===== src/rtl/psram_ctrl_pkg.sv =====
package psram_ctrl_pkg;

   typedef enum logic [2:0] {
      PH_IDLE,
      PH_ADDR,
      PH_RACC,
      PH_RREC,
      PH_WACT,
      PH_WREC
   } phase_e;

   function automatic int ns_to_cyc(input int ns, input int clk_ns);
      if (ns <= 0) return 0;
      return (ns + clk_ns - 1) / clk_ns;
   endfunction

   function automatic int imax(input int a, input int b);
      return (a > b) ? a : b;
   endfunction

endpackage


===== src/rtl/psram_phase_timer.sv =====
module psram_phase_timer #(
   parameter int CW = 3
) (
   input  logic          clk,
   input  logic          rst_n,
   input  logic          load,
   input  logic [CW-1:0] load_val,
   output logic          expired
);

   logic [CW-1:0] cnt;

   always_ff @(posedge clk or negedge rst_n) begin
      if (!rst_n)           cnt <= '0;
      else if (load)        cnt <= load_val;
      else if (cnt != '0)   cnt <= cnt - 1'b1;
   end

   assign expired = (cnt == '0);

   a_r4_timer_step: assert property (@(posedge clk) disable iff (!rst_n)
      (!load && cnt != '0) |=> (cnt != $past(cnt)));

endmodule


===== src/rtl/psram_read_capture.sv =====
module psram_read_capture #(
   parameter int LANES  = 2,
   parameter int LANE_W = 8,
   localparam int DW    = LANES * LANE_W
) (
   input  logic             clk,
   input  logic             rst_n,
   input  logic             cap,
   input  logic [LANES-1:0] lane_n,
   input  logic [DW-1:0]    dq_i,
   output logic             rsp_valid,
   output logic [DW-1:0]    rsp_rdata
);

   for (genvar g = 0; g < LANES; g++) begin : g_lane
      always_ff @(posedge clk or negedge rst_n) begin
         if (!rst_n)
            rsp_rdata[g*LANE_W +: LANE_W] <= '0;
         else if (cap)
            rsp_rdata[g*LANE_W +: LANE_W] <= lane_n[g] ? '0 : dq_i[g*LANE_W +: LANE_W];
      end
   end

   always_ff @(posedge clk or negedge rst_n) begin
      if (!rst_n) rsp_valid <= 1'b0;
      else        rsp_valid <= cap;
   end

   a_r5_single_pulse: assert property (@(posedge clk) disable iff (!rst_n)
      rsp_valid |=> !rsp_valid);

endmodule


===== src/rtl/psram_ctrl_seq.sv =====
module psram_ctrl_seq
   import psram_ctrl_pkg::*;
#(
   parameter int AW     = 18,
   parameter int DW     = 16,
   parameter int LANES  = 2,
   parameter int CW     = 3,
   parameter int N_RACC = 7,
   parameter int N_RREC = 1,
   parameter int N_WACT = 6,
   parameter int N_WREC = 1
) (
   input  logic             clk,
   input  logic             rst_n,
   input  logic             req_valid,
   output logic             req_ready,
   input  logic             req_write,
   input  logic [AW-1:0]    req_addr,
   input  logic [DW-1:0]    req_wdata,
   input  logic [LANES-1:0] req_be,
   output logic             cap,
   output logic [AW-1:0]    mem_addr,
   output logic             mem_ce1_n,
   output logic             mem_ce2,
   output logic             mem_oe_n,
   output logic             mem_we_n,
   output logic [LANES-1:0] mem_lane_n,
   output logic [DW-1:0]    mem_dq_o,
   output logic             mem_dq_oe
);

   localparam logic [CW-1:0] L_RACC = CW'(N_RACC - 1);
   localparam logic [CW-1:0] L_RREC = CW'(N_RREC - 1);
   localparam logic [CW-1:0] L_WACT = CW'(N_WACT - 1);
   localparam logic [CW-1:0] L_WREC = CW'(N_WREC - 1);

   phase_e           phase;
   logic             op_wr;
   logic [LANES-1:0] op_be;
   logic             expired;
   logic             tmr_load;
   logic [CW-1:0]    tmr_val;

   always_comb begin
      tmr_load = 1'b0;
      tmr_val  = L_RACC;
      unique case (phase)
         PH_ADDR: begin
            tmr_load = 1'b1;
            tmr_val  = op_wr ? L_WACT : L_RACC;
         end
         PH_RACC: begin
            tmr_load = expired;
            tmr_val  = L_RREC;
         end
         PH_WACT: begin
            tmr_load = expired;
            tmr_val  = L_WREC;
         end
         default: ;
      endcase
   end

   psram_phase_timer #(.CW(CW)) i_timer (
      .clk      (clk),
      .rst_n    (rst_n),
      .load     (tmr_load),
      .load_val (tmr_val),
      .expired  (expired)
   );

   assign req_ready = (phase == PH_IDLE);
   assign cap       = (phase == PH_RACC) && expired;

   always_ff @(posedge clk or negedge rst_n) begin
      if (!rst_n) begin
         phase      <= PH_IDLE;
         op_wr      <= 1'b0;
         op_be      <= '0;
         mem_addr   <= '0;
         mem_dq_o   <= '0;
         mem_ce1_n  <= 1'b1;
         mem_ce2    <= 1'b0;
         mem_oe_n   <= 1'b1;
         mem_we_n   <= 1'b1;
         mem_lane_n <= '1;
         mem_dq_oe  <= 1'b0;
      end else begin
         unique case (phase)
            PH_IDLE: begin
               if (req_valid && req_be != '0) begin
                  mem_addr <= req_addr;
                  mem_dq_o <= req_wdata;
                  op_wr    <= req_write;
                  op_be    <= req_be;
                  phase    <= PH_ADDR;
               end
            end
            PH_ADDR: begin
               mem_ce1_n  <= 1'b0;
               mem_ce2    <= 1'b1;
               mem_lane_n <= ~op_be;
               if (op_wr) begin
                  mem_we_n  <= 1'b0;
                  mem_dq_oe <= 1'b1;
                  phase     <= PH_WACT;
               end else begin
                  mem_oe_n  <= 1'b0;
                  phase     <= PH_RACC;
               end
            end
            PH_RACC, PH_WACT: begin
               if (expired) begin
                  mem_ce1_n  <= 1'b1;
                  mem_ce2    <= 1'b0;
                  mem_oe_n   <= 1'b1;
                  mem_we_n   <= 1'b1;
                  mem_lane_n <= '1;
                  mem_dq_oe  <= 1'b0;
                  phase      <= (phase == PH_RACC) ? PH_RREC : PH_WREC;
               end
            end
            PH_RREC, PH_WREC: begin
               if (expired) phase <= PH_IDLE;
            end
            default: phase <= PH_IDLE;
         endcase
      end
   end

   a_r2_select_pair: assert property (@(posedge clk) disable iff (!rst_n)
      mem_ce1_n != mem_ce2);
   a_r10_oe_we_excl: assert property (@(posedge clk) disable iff (!rst_n)
      !(!mem_oe_n && !mem_we_n));
   a_r7_drive_only_we: assert property (@(posedge clk) disable iff (!rst_n)
      mem_dq_oe |-> !mem_we_n);
   a_r7_we_drives: assert property (@(posedge clk) disable iff (!rst_n)
      !mem_we_n |-> mem_dq_oe);
   a_r3_addr_lead: assert property (@(posedge clk) disable iff (!rst_n)
      $fell(mem_ce1_n) |-> $stable(mem_addr));
   a_r3_addr_hold: assert property (@(posedge clk) disable iff (!rst_n)
      (!mem_ce1_n && $past(!mem_ce1_n)) |-> $stable(mem_addr));
   a_r6_lane_active: assert property (@(posedge clk) disable iff (!rst_n)
      !mem_ce1_n |-> (mem_lane_n != '1));
   a_r11_bus_gap: assert property (@(posedge clk) disable iff (!rst_n)
      $fell(mem_oe_n) |-> ($past(mem_we_n) && !$past(mem_dq_oe)));
   a_r1_idle_deselect: assert property (@(posedge clk) disable iff (!rst_n)
      req_ready |-> (mem_ce1_n && mem_oe_n && mem_we_n));

endmodule


===== src/rtl/psram_async_ctrl.sv =====
module psram_async_ctrl
   import psram_ctrl_pkg::*;
#(
   parameter int ADDR_W   = 18,
   parameter int DATA_W   = 16,
   parameter int LANE_W   = 8,
   parameter int CLK_NS   = 8,
   parameter int T_RC_NS  = 55,
   parameter int T_AA_NS  = 55,
   parameter int T_ACE_NS = 55,
   parameter int T_DOE_NS = 25,
   parameter int T_DBE_NS = 55,
   parameter int T_WC_NS  = 55,
   parameter int T_SCE_NS = 45,
   parameter int T_AW_NS  = 45,
   localparam int LANES   = DATA_W / LANE_W
) (
   input  logic              clk,
   input  logic              rst_n,
   input  logic              req_valid,
   output logic              req_ready,
   input  logic              req_write,
   input  logic [ADDR_W-1:0] req_addr,
   input  logic [DATA_W-1:0] req_wdata,
   input  logic [LANES-1:0]  req_be,
   output logic              rsp_valid,
   output logic [DATA_W-1:0] rsp_rdata,
   output logic [ADDR_W-1:0] mem_addr,
   output logic              mem_ce1_n,
   output logic              mem_ce2,
   output logic              mem_oe_n,
   output logic              mem_we_n,
   output logic [LANES-1:0]  mem_lane_n,
   output logic [DATA_W-1:0] mem_dq_o,
   output logic              mem_dq_oe,
   input  logic [DATA_W-1:0] mem_dq_i
);

   localparam int RD_NS  = imax(imax(T_AA_NS, T_ACE_NS), imax(T_DOE_NS, T_DBE_NS));
   localparam int N_RACC = imax(ns_to_cyc(RD_NS, CLK_NS), 1);
   localparam int N_RREC = imax(ns_to_cyc(T_RC_NS, CLK_NS) - N_RACC, 1);
   localparam int N_WACT = imax(ns_to_cyc(imax(T_SCE_NS, T_AW_NS), CLK_NS), 1);
   localparam int N_WREC = imax(ns_to_cyc(T_WC_NS, CLK_NS) - N_WACT, 1);
   localparam int N_MAX  = imax(imax(N_RACC, N_RREC), imax(N_WACT, N_WREC));
   localparam int CW     = imax($clog2(N_MAX + 1), 1);

   if (CLK_NS < 1) begin : g_bad_clk
      $error("clock period must be at least 1 ns");
   end
   if (LANE_W < 1 || DATA_W % LANE_W != 0) begin : g_bad_lane
      $error("data width must be a whole number of lanes");
   end
   if (ADDR_W < 1) begin : g_bad_addr
      $error("address width must be positive");
   end

   logic cap;

   psram_ctrl_seq #(
      .AW     (ADDR_W),
      .DW     (DATA_W),
      .LANES  (LANES),
      .CW     (CW),
      .N_RACC (N_RACC),
      .N_RREC (N_RREC),
      .N_WACT (N_WACT),
      .N_WREC (N_WREC)
   ) i_seq (
      .clk        (clk),
      .rst_n      (rst_n),
      .req_valid  (req_valid),
      .req_ready  (req_ready),
      .req_write  (req_write),
      .req_addr   (req_addr),
      .req_wdata  (req_wdata),
      .req_be     (req_be),
      .cap        (cap),
      .mem_addr   (mem_addr),
      .mem_ce1_n  (mem_ce1_n),
      .mem_ce2    (mem_ce2),
      .mem_oe_n   (mem_oe_n),
      .mem_we_n   (mem_we_n),
      .mem_lane_n (mem_lane_n),
      .mem_dq_o   (mem_dq_o),
      .mem_dq_oe  (mem_dq_oe)
   );

   psram_read_capture #(
      .LANES  (LANES),
      .LANE_W (LANE_W)
   ) i_cap (
      .clk       (clk),
      .rst_n     (rst_n),
      .cap       (cap),
      .lane_n    (mem_lane_n),
      .dq_i      (mem_dq_i),
      .rsp_valid (rsp_valid),
      .rsp_rdata (rsp_rdata)
   );

endmodule


===== config.mk =====
export PLATFORM = sky130hd
export DESIGN_NAME = psram_async_ctrl
export DESIGN_NICKNAME = d
export VERILOG_FILES = /design/src/rtl/psram_ctrl_pkg.sv /design/src/rtl/psram_phase_timer.sv /design/src/rtl/psram_read_capture.sv /design/src/rtl/psram_ctrl_seq.sv /design/src/rtl/psram_async_ctrl.sv
export SDC_FILE = /design/constraint.sdc
export NUM_CORES = 1
export LEC_CHECK = 0
export ABC_AREA = 1
export CAP_MARGIN = 0
export CORE_ASPECT_RATIO = 1.4
export CORE_MARGIN = 2
export CORE_UTILIZATION = 44
export CTS_CLUSTER_SIZE = 10
export DETAILED_ROUTE_END_ITERATION = 7
export MAX_ROUTING_LAYER = met4
export PLACE_DENSITY_LB_ADDON = 0.3
export REMOVE_ABC_BUFFERS = 1
export SYNTH_ARGS = -nofsm -noshare
export SYNTH_HDL_FRONTEND = slang
export SYNTH_HIERARCHICAL = 1
export SYNTH_SLANG_ARGS = --single-unit

===== constraint.sdc =====
create_clock -name clk -period 1.8 [get_ports clk]
set_input_delay 0.18 -clock clk [delete_from_list [all_inputs] [get_ports clk]]
set_output_delay 0.18 -clock clk [all_outputs]
set_load 0.02 [all_outputs]

# After elaboration in Yosys (flattened, before gate mapping)
# Index checks and enable logic that the tools add are counted.
[classes] muxes=25 reduce_logical=15 addsub=1 bitwise_logic=1 eq_ne=10
[ops] cell="3-bit 2-to-1 mux" count=7
[ops] cell="8-bit 2-to-1 mux" count=2
[ops] cell="1-bit one-hot mux with 2 select lines" count=6
[ops] cell="3-bit one-hot mux with 4 select lines" count=1
[ops] cell="3-bit AND reduction" count=3
[ops] cell="2-bit by 1-bit inequality test with 1-bit output, second input constant" count=4
[ops] cell="3-bit by 2-bit == test with 1-bit output, second input constant" count=2
[ops] cell="3-bit == test, second input constant" count=2
[ops] cell="3-bit logical NOT" count=2
[ops] cell="3-bit one-hot mux with 2 select lines" count=1
[ops] cell="2-bit nonzero test" count=3
[ops] cell="1-bit 2-to-1 mux" count=5
[ops] cell="2-bit 2-to-1 mux" count=2
[ops] cell="2-bit one-hot mux with 2 select lines" count=1
[ops] cell="2-bit AND reduction" count=2
[ops] cell="2-bit OR reduction" count=2
[ops] cell="3-bit by 1-bit == test with 1-bit output, second input constant" count=1
[ops] cell="3-bit nonzero test" count=1
[ops] cell="3-bit by 1-bit subtractor with 3-bit output, second input constant" count=1
[ops] cell="1-bit logical AND" count=2
[ops] cell="2-bit inequality test, second input constant" count=1
[ops] cell="2-bit inverter" count=1
[totals] out_inout_bits=59 ff_bits=67 wordCells=67

# Logic depth before layout (Yosys ltp)
# Gate-level depths: netlist (run 1).
[depth] depth_word=4 mapped_depth=11 depth_no_buf=10

# By module
# The synthesis (run 1) kept the hierarchy.
[modules_own_cells] mod="psram_ctrl_seq" cells_per_inst=224 area_per_inst_um2=2109.5 instances=1 seq_area_each_um2=1182.4
[modules_own_cells] mod="psram_read_capture" cells_per_inst=71 area_per_inst_um2=706.9 instances=1 seq_area_each_um2=425.4
[modules_own_cells] mod="psram_phase_timer" cells_per_inst=32 area_per_inst_um2=207.7 instances=1 seq_area_each_um2=75.1

# Worst setup path after synthesis (run 1)
# Ideal clock, no wire load.
[synth_path] path_type="register to register" from="register i_seq.i_timer.cnt[0]" to="register i_cap.rsp_rdata[13]" arrival_ns=1.434 synth_period_minus_slack_ns=1.551 required_ns=1.683 path_slack_ns=0.249 path_stages_with_launch=12 path_cell_list="dfrtp_1 -> inv_1 -> ha_1 -> inv_1 -> nor2_2 -> inv_1 -> nor2_1 -> buf_6 -> inv_8 -> buf_8 -> nand2_2 -> nand2_1"
[synth_via] elab_chain_cells=2
[synth_rtl] element="start: declaration" line_no="psram_phase_timer.sv:11" source="logic [CW-1:0] cnt;"
[synth_rtl] element="start signal: assignment" line_no="psram_phase_timer.sv:15" source="else if (load) cnt <= load_val;"
[synth_rtl] element="start signal: assignment" line_no="psram_phase_timer.sv:16" source="else if (cnt != '0) cnt <= cnt - 1'b1;"
[synth_rtl] element="3-bit logical NOT" line_no="psram_phase_timer.sv:19" source="assign expired = (cnt == '0);"
[synth_rtl] element="via i_seq.expired" line_no="psram_ctrl_seq.sv:40" source="logic expired;"
[synth_rtl] element="1-bit logical AND" line_no="psram_ctrl_seq.sv:73" source="assign cap = (phase == PH_RACC) && expired;"
[synth_rtl] element="via cap" line_no="psram_async_ctrl.sv:57" source="logic cap;"
[synth_rtl] element="end signal: indexed assignment" line_no="psram_read_capture.sv:20" source="rsp_rdata[g*LANE_W +: LANE_W] <= lane_n[g] ? '0 : dq_i[g*LANE_W +: LANE_W];"
[synth_rtl] element="end: declaration" line_no="psram_read_capture.sv:12" source="output logic [DW-1:0] rsp_rdata"
# The timed path passes the listed nets, and every way through them passes these cells.
# A chain may end at the register's enable or synchronous reset.

# Worst setup path after layout (run 1)
[layout_path] from="register i_seq.mem_lane_n[1]" to="output mem_lane_n[1]"
[layout_lines] element="start: declaration" line_no="psram_ctrl_seq.sv:27" source="output logic [LANES-1:0] mem_lane_n,"
[layout_lines] element="start signal: assignment" line_no="psram_ctrl_seq.sv:102" source="mem_lane_n <= ~op_be;"
[layout_lines] element="end: declaration" line_no="psram_async_ctrl.sv:33" source="output logic [LANES-1:0] mem_lane_n,"
# No word-level cell between the ends.

==> results of run 1 <==
==> per-layer routing <==
metal,GRT usage,up-vias,wire length (µm)
met5,-,-,0
met4,0.0811,0,125
met1,0.220,1128,2580
met2,0.321,79,3370
met3,0.0552,12,414
li1,-,1254,-
==> metrics by stage <==
step | setup slack (ns) | hold WS [ns]
after floorplan | -0.548 | -0.116
after global placement | 0.248 | 0.174
after detailed placement | 0.157 | 0.178
after CTS | 0.125 | 0.372
after global routing | 0.0442 | 0.382
final | 0.140 | 0.388
==> Yosys cell counts, drive strengths merged <==
| master | n | share of area |
|---|---|---|
| inv | 53 | 0.068 |
| nand4 | 2 | 0.0041 |
| nor2 | 3 | 0.0046 |
| nor3 | 1 | 0.0054 |
| nand3 | 28 | 0.050 |
| buf | 11 | 0.040 |
| o21ai | 41 | 0.11 |
| ha | 2 | 0.0083 |
| dfrtp | 62 | 0.51 |
| dfstp | 5 | 0.043 |
| nand2 | 118 | 0.16 |
| a21oi | 1 | 0.0017 |
==> power by group <==
part,total (W),switching [W],internal [W]
sequential,0.00261,0.000413,0.00219
clock,0.00118,0.000540,0.000636
combinational,0.00371,0.00203,0.00168
==> cell families after synthesis <==
logic type / synth area share
simple gates: 0.220
flops: 0.556
buf+inv: 0.108
compound gates: 0.107
fa+ha+maj: 0.00827
==> layout make-up <==
type                       instances  area [µm²]
fill                             535        2170
clock inverter                     5        53.8
inverter                          53         206
multi-input combinational        196        1020
sequential                        67        1680
clock buffer                      11         131
tap                               92         115
timing repair buffer             121        1230
==> timing repair <==
action / in CTS / in global routing
hold buffers: 1 / 0
gates resized for setup: 1 / 1
endpoints found under the hold margin: 62 / 0
endpoints found under the setup margin: 1 / 2
==> state kept, by name, indices dropped and copies added (netlist names) <==
register,flops
i_seq/mem_dq_o,16
i_seq/op_wr,1
i_seq/phase,3
i_seq/op_be,2
i_seq/mem_ce2,1
i_cap/rsp_rdata,16
i_seq/mem_oe_n,1
i_seq/mem_addr,18
i_seq/mem_we_n,1
i_seq/mem_lane_n,2
i_seq/mem_dq_oe,1
i_cap/rsp_valid,1
i_seq/i_timer/cnt,3
i_seq/mem_ce1_n,1
==> how the worst min path moves through the flow <==
stage	startpoint	to	slack, ns	cells past startpoint
floorplan	rst_n	i_cap/rsp_rdata[0]$_DFFE_PN0P_	-0.12	0
global placement	rst_n	i_seq/op_wr$_DFFE_PN0P_	0.17	2
detailed placement	rst_n	i_seq/phase[1]$_DFFE_PN0P_	0.18	2
CTS	req_wdata[1]	i_seq/mem_dq_o[1]$_DFFE_PN0P_	0.37	3
global route	req_addr[4]	i_seq/mem_addr[4]$_DFFE_PN0P_	0.38	3
finish	rst_n	i_seq/mem_addr[0]$_DFFE_PN0P_	0.39	3
==> tightest hold or removal path: stages <==
cell           delay, ns
dlygate4sd3_1       0.55
buf_2               0.14
buf_12              0.22
==> impl_metrics.py, run 1 <==
metrics = {
    "outcome": {
        "status": "finished clean",
    },
    "die": {
        "dieArea_mm2": 0.00756,
        "die_width_um": 74.1,
        "ios": 115,
        "rows": 35,
        "floorplan.die.height_um": 102,
        "initial_utilization": 0.457,
        "core-area_mm2": 0.00661,
    },
    "worst_hold_path": {
        "hp-class": "input port to asynchronous set/reset pin",
    },
    "synth": {
        "synth_warnings": 6,
        "netlist_area_mm2": 0.00302,
        "synth_cell_types": 21,
        "ys_ff_latch": 67,
        "syn_avg_cell_area_um2": 9.25,
        "synth_cells": 327,
        "synth-seq-area-share": 0.556,
    },
    "critical_path": {
        "cp.depth": 1,
        "critPathSlowestCell": "clkdlybuf4s50_1",
        "cp.arrival_ns": 1.48,
        "r2r-start": "i_seq/i_timer/cnt[0]$_DFFE_PN0P_",
        "r2r_setup_slack_ns": 0.22,
        "r2r_cells": 10,
        "cp-start-kind": "flop",
        "crit_start": "i_seq/mem_lane_n[1]$_DFFE_PN1P_",
        "crit_buf_inv": 1,
        "path_class": "flop to output pin",
        "cpPeakStageDelay_ns": 0.60,
        "critical_path.cell_chain": "clkdlybuf4s50_1",
        "cp_data_required_time_ns": 1.62,
        "cp-end-kind": "output pin",
        "reg2reg_to": "i_cap/rsp_rdata[7]$_DFFE_PN0P_",
        "path_delay_family": "buffers and inverters",
        "crit_end": "mem_lane_n[1]",
        "crit_fanout": 3,
    },
    "cts": {
        "htree_levels": 3,
        "path_clk_slew_ns": 0.07,
        "post_cts_buffers": 0,
        "clock_latency_ns": 0.33,
        "cts.sinks": 67,
        "cts_tree": "built",
        "cts_buffers": 9,
        "ctsLongestPathBuffers": 2,
        "clock-root-buffer": "clkbuf_8",
    },
    "timing": {
        "tns_ns": 0,
        "rsz0062_at_grt": "no",
        "hold_viol": 0,
        "post-route-period-util": 0.922,
        "skew_ns": 0.00753,
        "worst_pin_slew_ns": 0.355,
        "setup_violations": 0,
        "max_freq_mhz": 603,
        "slew_headroom": 0.763,
        "slew_violations": 0,
        "finalCriticalPeriod_ns": 1.66,
    },
    "routing": {
        "drtPass1Iterations": 4,
        "drt-total-wl_um": 6490,
        "wl_per_cell_um": 11.9,
        "drt-vias-per-instance": 4.54,
        "dr_total_vias": 2473,
        "drtIter0Drc": 158,
        "postRouteAntennaNets": 0,
        "drc": 0,
    },
    "global_routing": {
        "grt_pass1_vias": 2485,
        "grt_first_pass_wirelength_um": 11000,
        "grt_use_total": 0.195,
        "grt_overflow": 0,
        "grt_max_degree": 51,
        "antenna_found_initial": 0,
    },
    "power": {
        "max-vdd-ir-drop_mv": 0.993,
        "leakage_nw": 2.21,
        "power_w": 0.00749,
        "power.density_mw_per_mm2": 1690,
    },
    "final_layout": {
        "post-route-util": 0.672,
        "final_cell_mix": "clkdlybuf4s50_1 (112), nand2_1 (106), dfrtp_1 (62)",
        "final_cells": 545,
        "nets": 506,
        "stdcell_area_mm2": 0.00444,
        "syn_to_final_growth_pct": 46.8,
        "final_common_cell": "clkdlybuf4s50_1",
        "n_antenna_cell": 0,
        "layout-drive-gt1-share": 0.166,
    },
    "placement": {
        "gp_congestion": 0.797,
        "dp_hpwl_um": 4890,
        "place_area_mm2": 0.00424,
        "portBuffers": 114,
        "placedCellCount": 528,
    },
    "run": {
        "drv_cap": 0,
    },
}
(Power assumes the default switching activity.)
==> run 2, diff against run 1 <==
Settings changed: CAP_MARGIN 0 to 5, CORE_ASPECT_RATIO 1.4 to unset.
==> run 2 against run 1 <==
Against the previous run: clock power increased by 13%; sequential power hardly changed; non-clock buffer count is 2 higher; sequential cell count stayed put; critical path depth is the same; routed wire length increased by 1.9%; clock skew down 0.00052 ns; count of clock-buffer cells in the layout unchanged; first-iteration DRC count decreased by 38%; utilization shrank 1.0 points; hold slack worse by 0.070 ns.
==> impl_metrics.py, run 2 (synthesized netlist as in run 1, its figures left out) <==
metrics = {
    "critical_path": {
        "path_delay_family": "buffers and inverters",
        "critical_path.cell_chain": "clkdlybuf4s50_1",
        "cp-start-kind": "flop",
        "crit_fanout": 3,
        "r2r-start": "i_seq/i_timer/cnt[0]$_DFFE_PN0P_",
        "crit_buf_inv": 1,
        "cp.arrival_ns": 1.48,
        "critPathSlowestCell": "clkdlybuf4s50_1",
        "crit_start": "i_seq/mem_lane_n[1]$_DFFE_PN1P_",
        "cpPeakStageDelay_ns": 0.61,
        "path_class": "flop to output pin",
        "cp_data_required_time_ns": 1.62,
        "cp-end-kind": "output pin",
    },
    "timing": {
        "slew_headroom": 0.728,
        "post-route-period-util": 0.922,
        "hold_slack_ns": 0.317,
        "slew_violations": 0,
        "tns_ns": 0,
        "worst_pin_slew_ns": 0.408,
        "rsz0062_at_grt": "no",
        "hold_viol": 0,
        "max_freq_mhz": 603,
        "finalCriticalPeriod_ns": 1.66,
        "setup_violations": 0,
        "setup_ws_ns": 0.141,
        "skew_ns": 0.00701,
    },
    "global_routing": {
        "grt_pass1_vias": 2426,
        "grt_max_degree": 52,
        "grt_use_total": 0.188,
        "grt_overflow": 0,
        "antenna_found_initial": 0,
        "grt_first_pass_wirelength_um": 10800,
    },
    "final_layout": {
        "n_antenna_cell": 0,
        "final_cell_mix": "clkdlybuf4s50_1 (112), nand2_1 (106), dfrtp_1 (62)",
        "syn_to_final_growth_pct": 46.9,
        "regArea_mm2": 0.00168,
        "reg_top3": "i_seq/mem_addr x18, i_cap/rsp_rdata x16, i_seq/mem_dq_o x16",
        "largest_reg_flops": 18,
        "regMostFlops": "i_seq/mem_addr",
        "post-route-util": 0.661,
        "n_fill_cell": 520,
        "multi_input_area_mm2": 0.00101,
        "layout-drive-gt1-share": 0.167,
        "final_common_cell": "clkdlybuf4s50_1",
        "nets": 508,
    },
    "routing": {
        "drtIter0Drc": 98,
        "drt-total-wl_um": 6620,
        "drtPass1Iterations": 4,
        "dr_total_vias": 2512,
        "postRouteAntennaNets": 0,
        "drc": 0,
        "drt-vias-per-instance": 4.70,
        "wl_per_cell_um": 12.4,
    },
    "power": {
        "max-vdd-ir-drop_mv": 0.794,
        "leakage_nw": 2.22,
        "power.density_mw_per_mm2": 1730,
    },
    "cts": {
        "cts.sinks": 67,
        "clock-root-buffer": "clkbuf_8",
        "post_cts_buffers": 0,
        "ctsLongestPathBuffers": 2,
        "cts_buffers": 9,
        "path_clk_slew_ns": 0.07,
        "cts_tree": "built",
        "clock_latency_ns": 0.33,
        "htree_levels": 3,
    },
    "die": {
        "core-area_mm2": 0.00672,
        "rows": 30,
        "ios": 115,
        "floorplan.die.height_um": 86.9,
        "dieArea_mm2": 0.00755,
        "initial_utilization": 0.450,
        "die_width_um": 86.9,
    },
    "placement": {
        "gp_congestion": 0.855,
        "dp_hpwl_um": 4850,
        "portBuffers": 114,
        "post-place-ws_ns": 0.148,
    },
    "outcome": {
        "status": "finished clean",
    },
    "worst_hold_path": {
        "hp-class": "input port to asynchronous set/reset pin",
    },
    "run": {
        "drv_cap": 0,
    },
}
run 2: what timing repair did:
| item | 4_1_cts | 5_1_grt |
|---|---|---|
| endpoints found under the setup margin | 1 | 0 |
| endpoints found under the hold margin | 11 | 0 |
| hold buffers | 1 | 0 |
| resized for setup | 1 | 0 |
run 2: worst paths after layout:
path	to	slack, ns	cells past startpoint
setup / recovery	mem_lane_n[1]	0.14	1
hold / removal	i_seq/mem_ce2$_DFFE_PN0P_	0.32	2
setup reg to reg	i_cap/rsp_rdata[9]$_DFFE_PN0P_	0.15	10
hold reg to reg	i_seq/mem_we_n$_DFFE_PN1P_	0.47	2
max in group asynchronous	i_seq/mem_addr[17]$_DFFE_PN0P_	0.88	3
min in group clk	i_seq/mem_addr[2]$_DFFE_PN0P_	0.40	3
run 2: final cells by class:
class,count,area share
multi-input cells,196,0.228
well taps,80,0.0225
repair buffers,123,0.277
inverters,53,0.0465
flip-flops and latches,67,0.379
clock inverters,5,0.0175
clock buffers,11,0.0296
run 2: power by group:
part,total [W],switching (W),internal [W]
sequential,0.00262,0.000424,0.00219
clock,0.00133,0.000548,0.000777
combinational,0.00374,0.00205,0.00169
total,0.00768,0.00302,0.00466
run 2: per-layer routing:
metal	routed length [µm]	GRT usage	part of all wire
met5	0	-	0
met4	87	0.0810	0.013
met3	575	0.0616	0.087
met2	3100	0.277	0.47
met1	2860	0.239	0.43
run 2: through the flow:
| stage | std cells | power [W] | area, µm² |
|---|---|---|---|
| final | 535 | 0.00768 | 4440 |
| after detailed placement | 518 | 0.00640 | 4220 |
| after global placement | 518 | 0.00629 | 4220 |
| after global routing | 535 | 0.00820 | 4440 |
| after floorplan | 316 | 0.00469 | 2900 |
| after CTS | 535 | 0.00776 | 4440 |
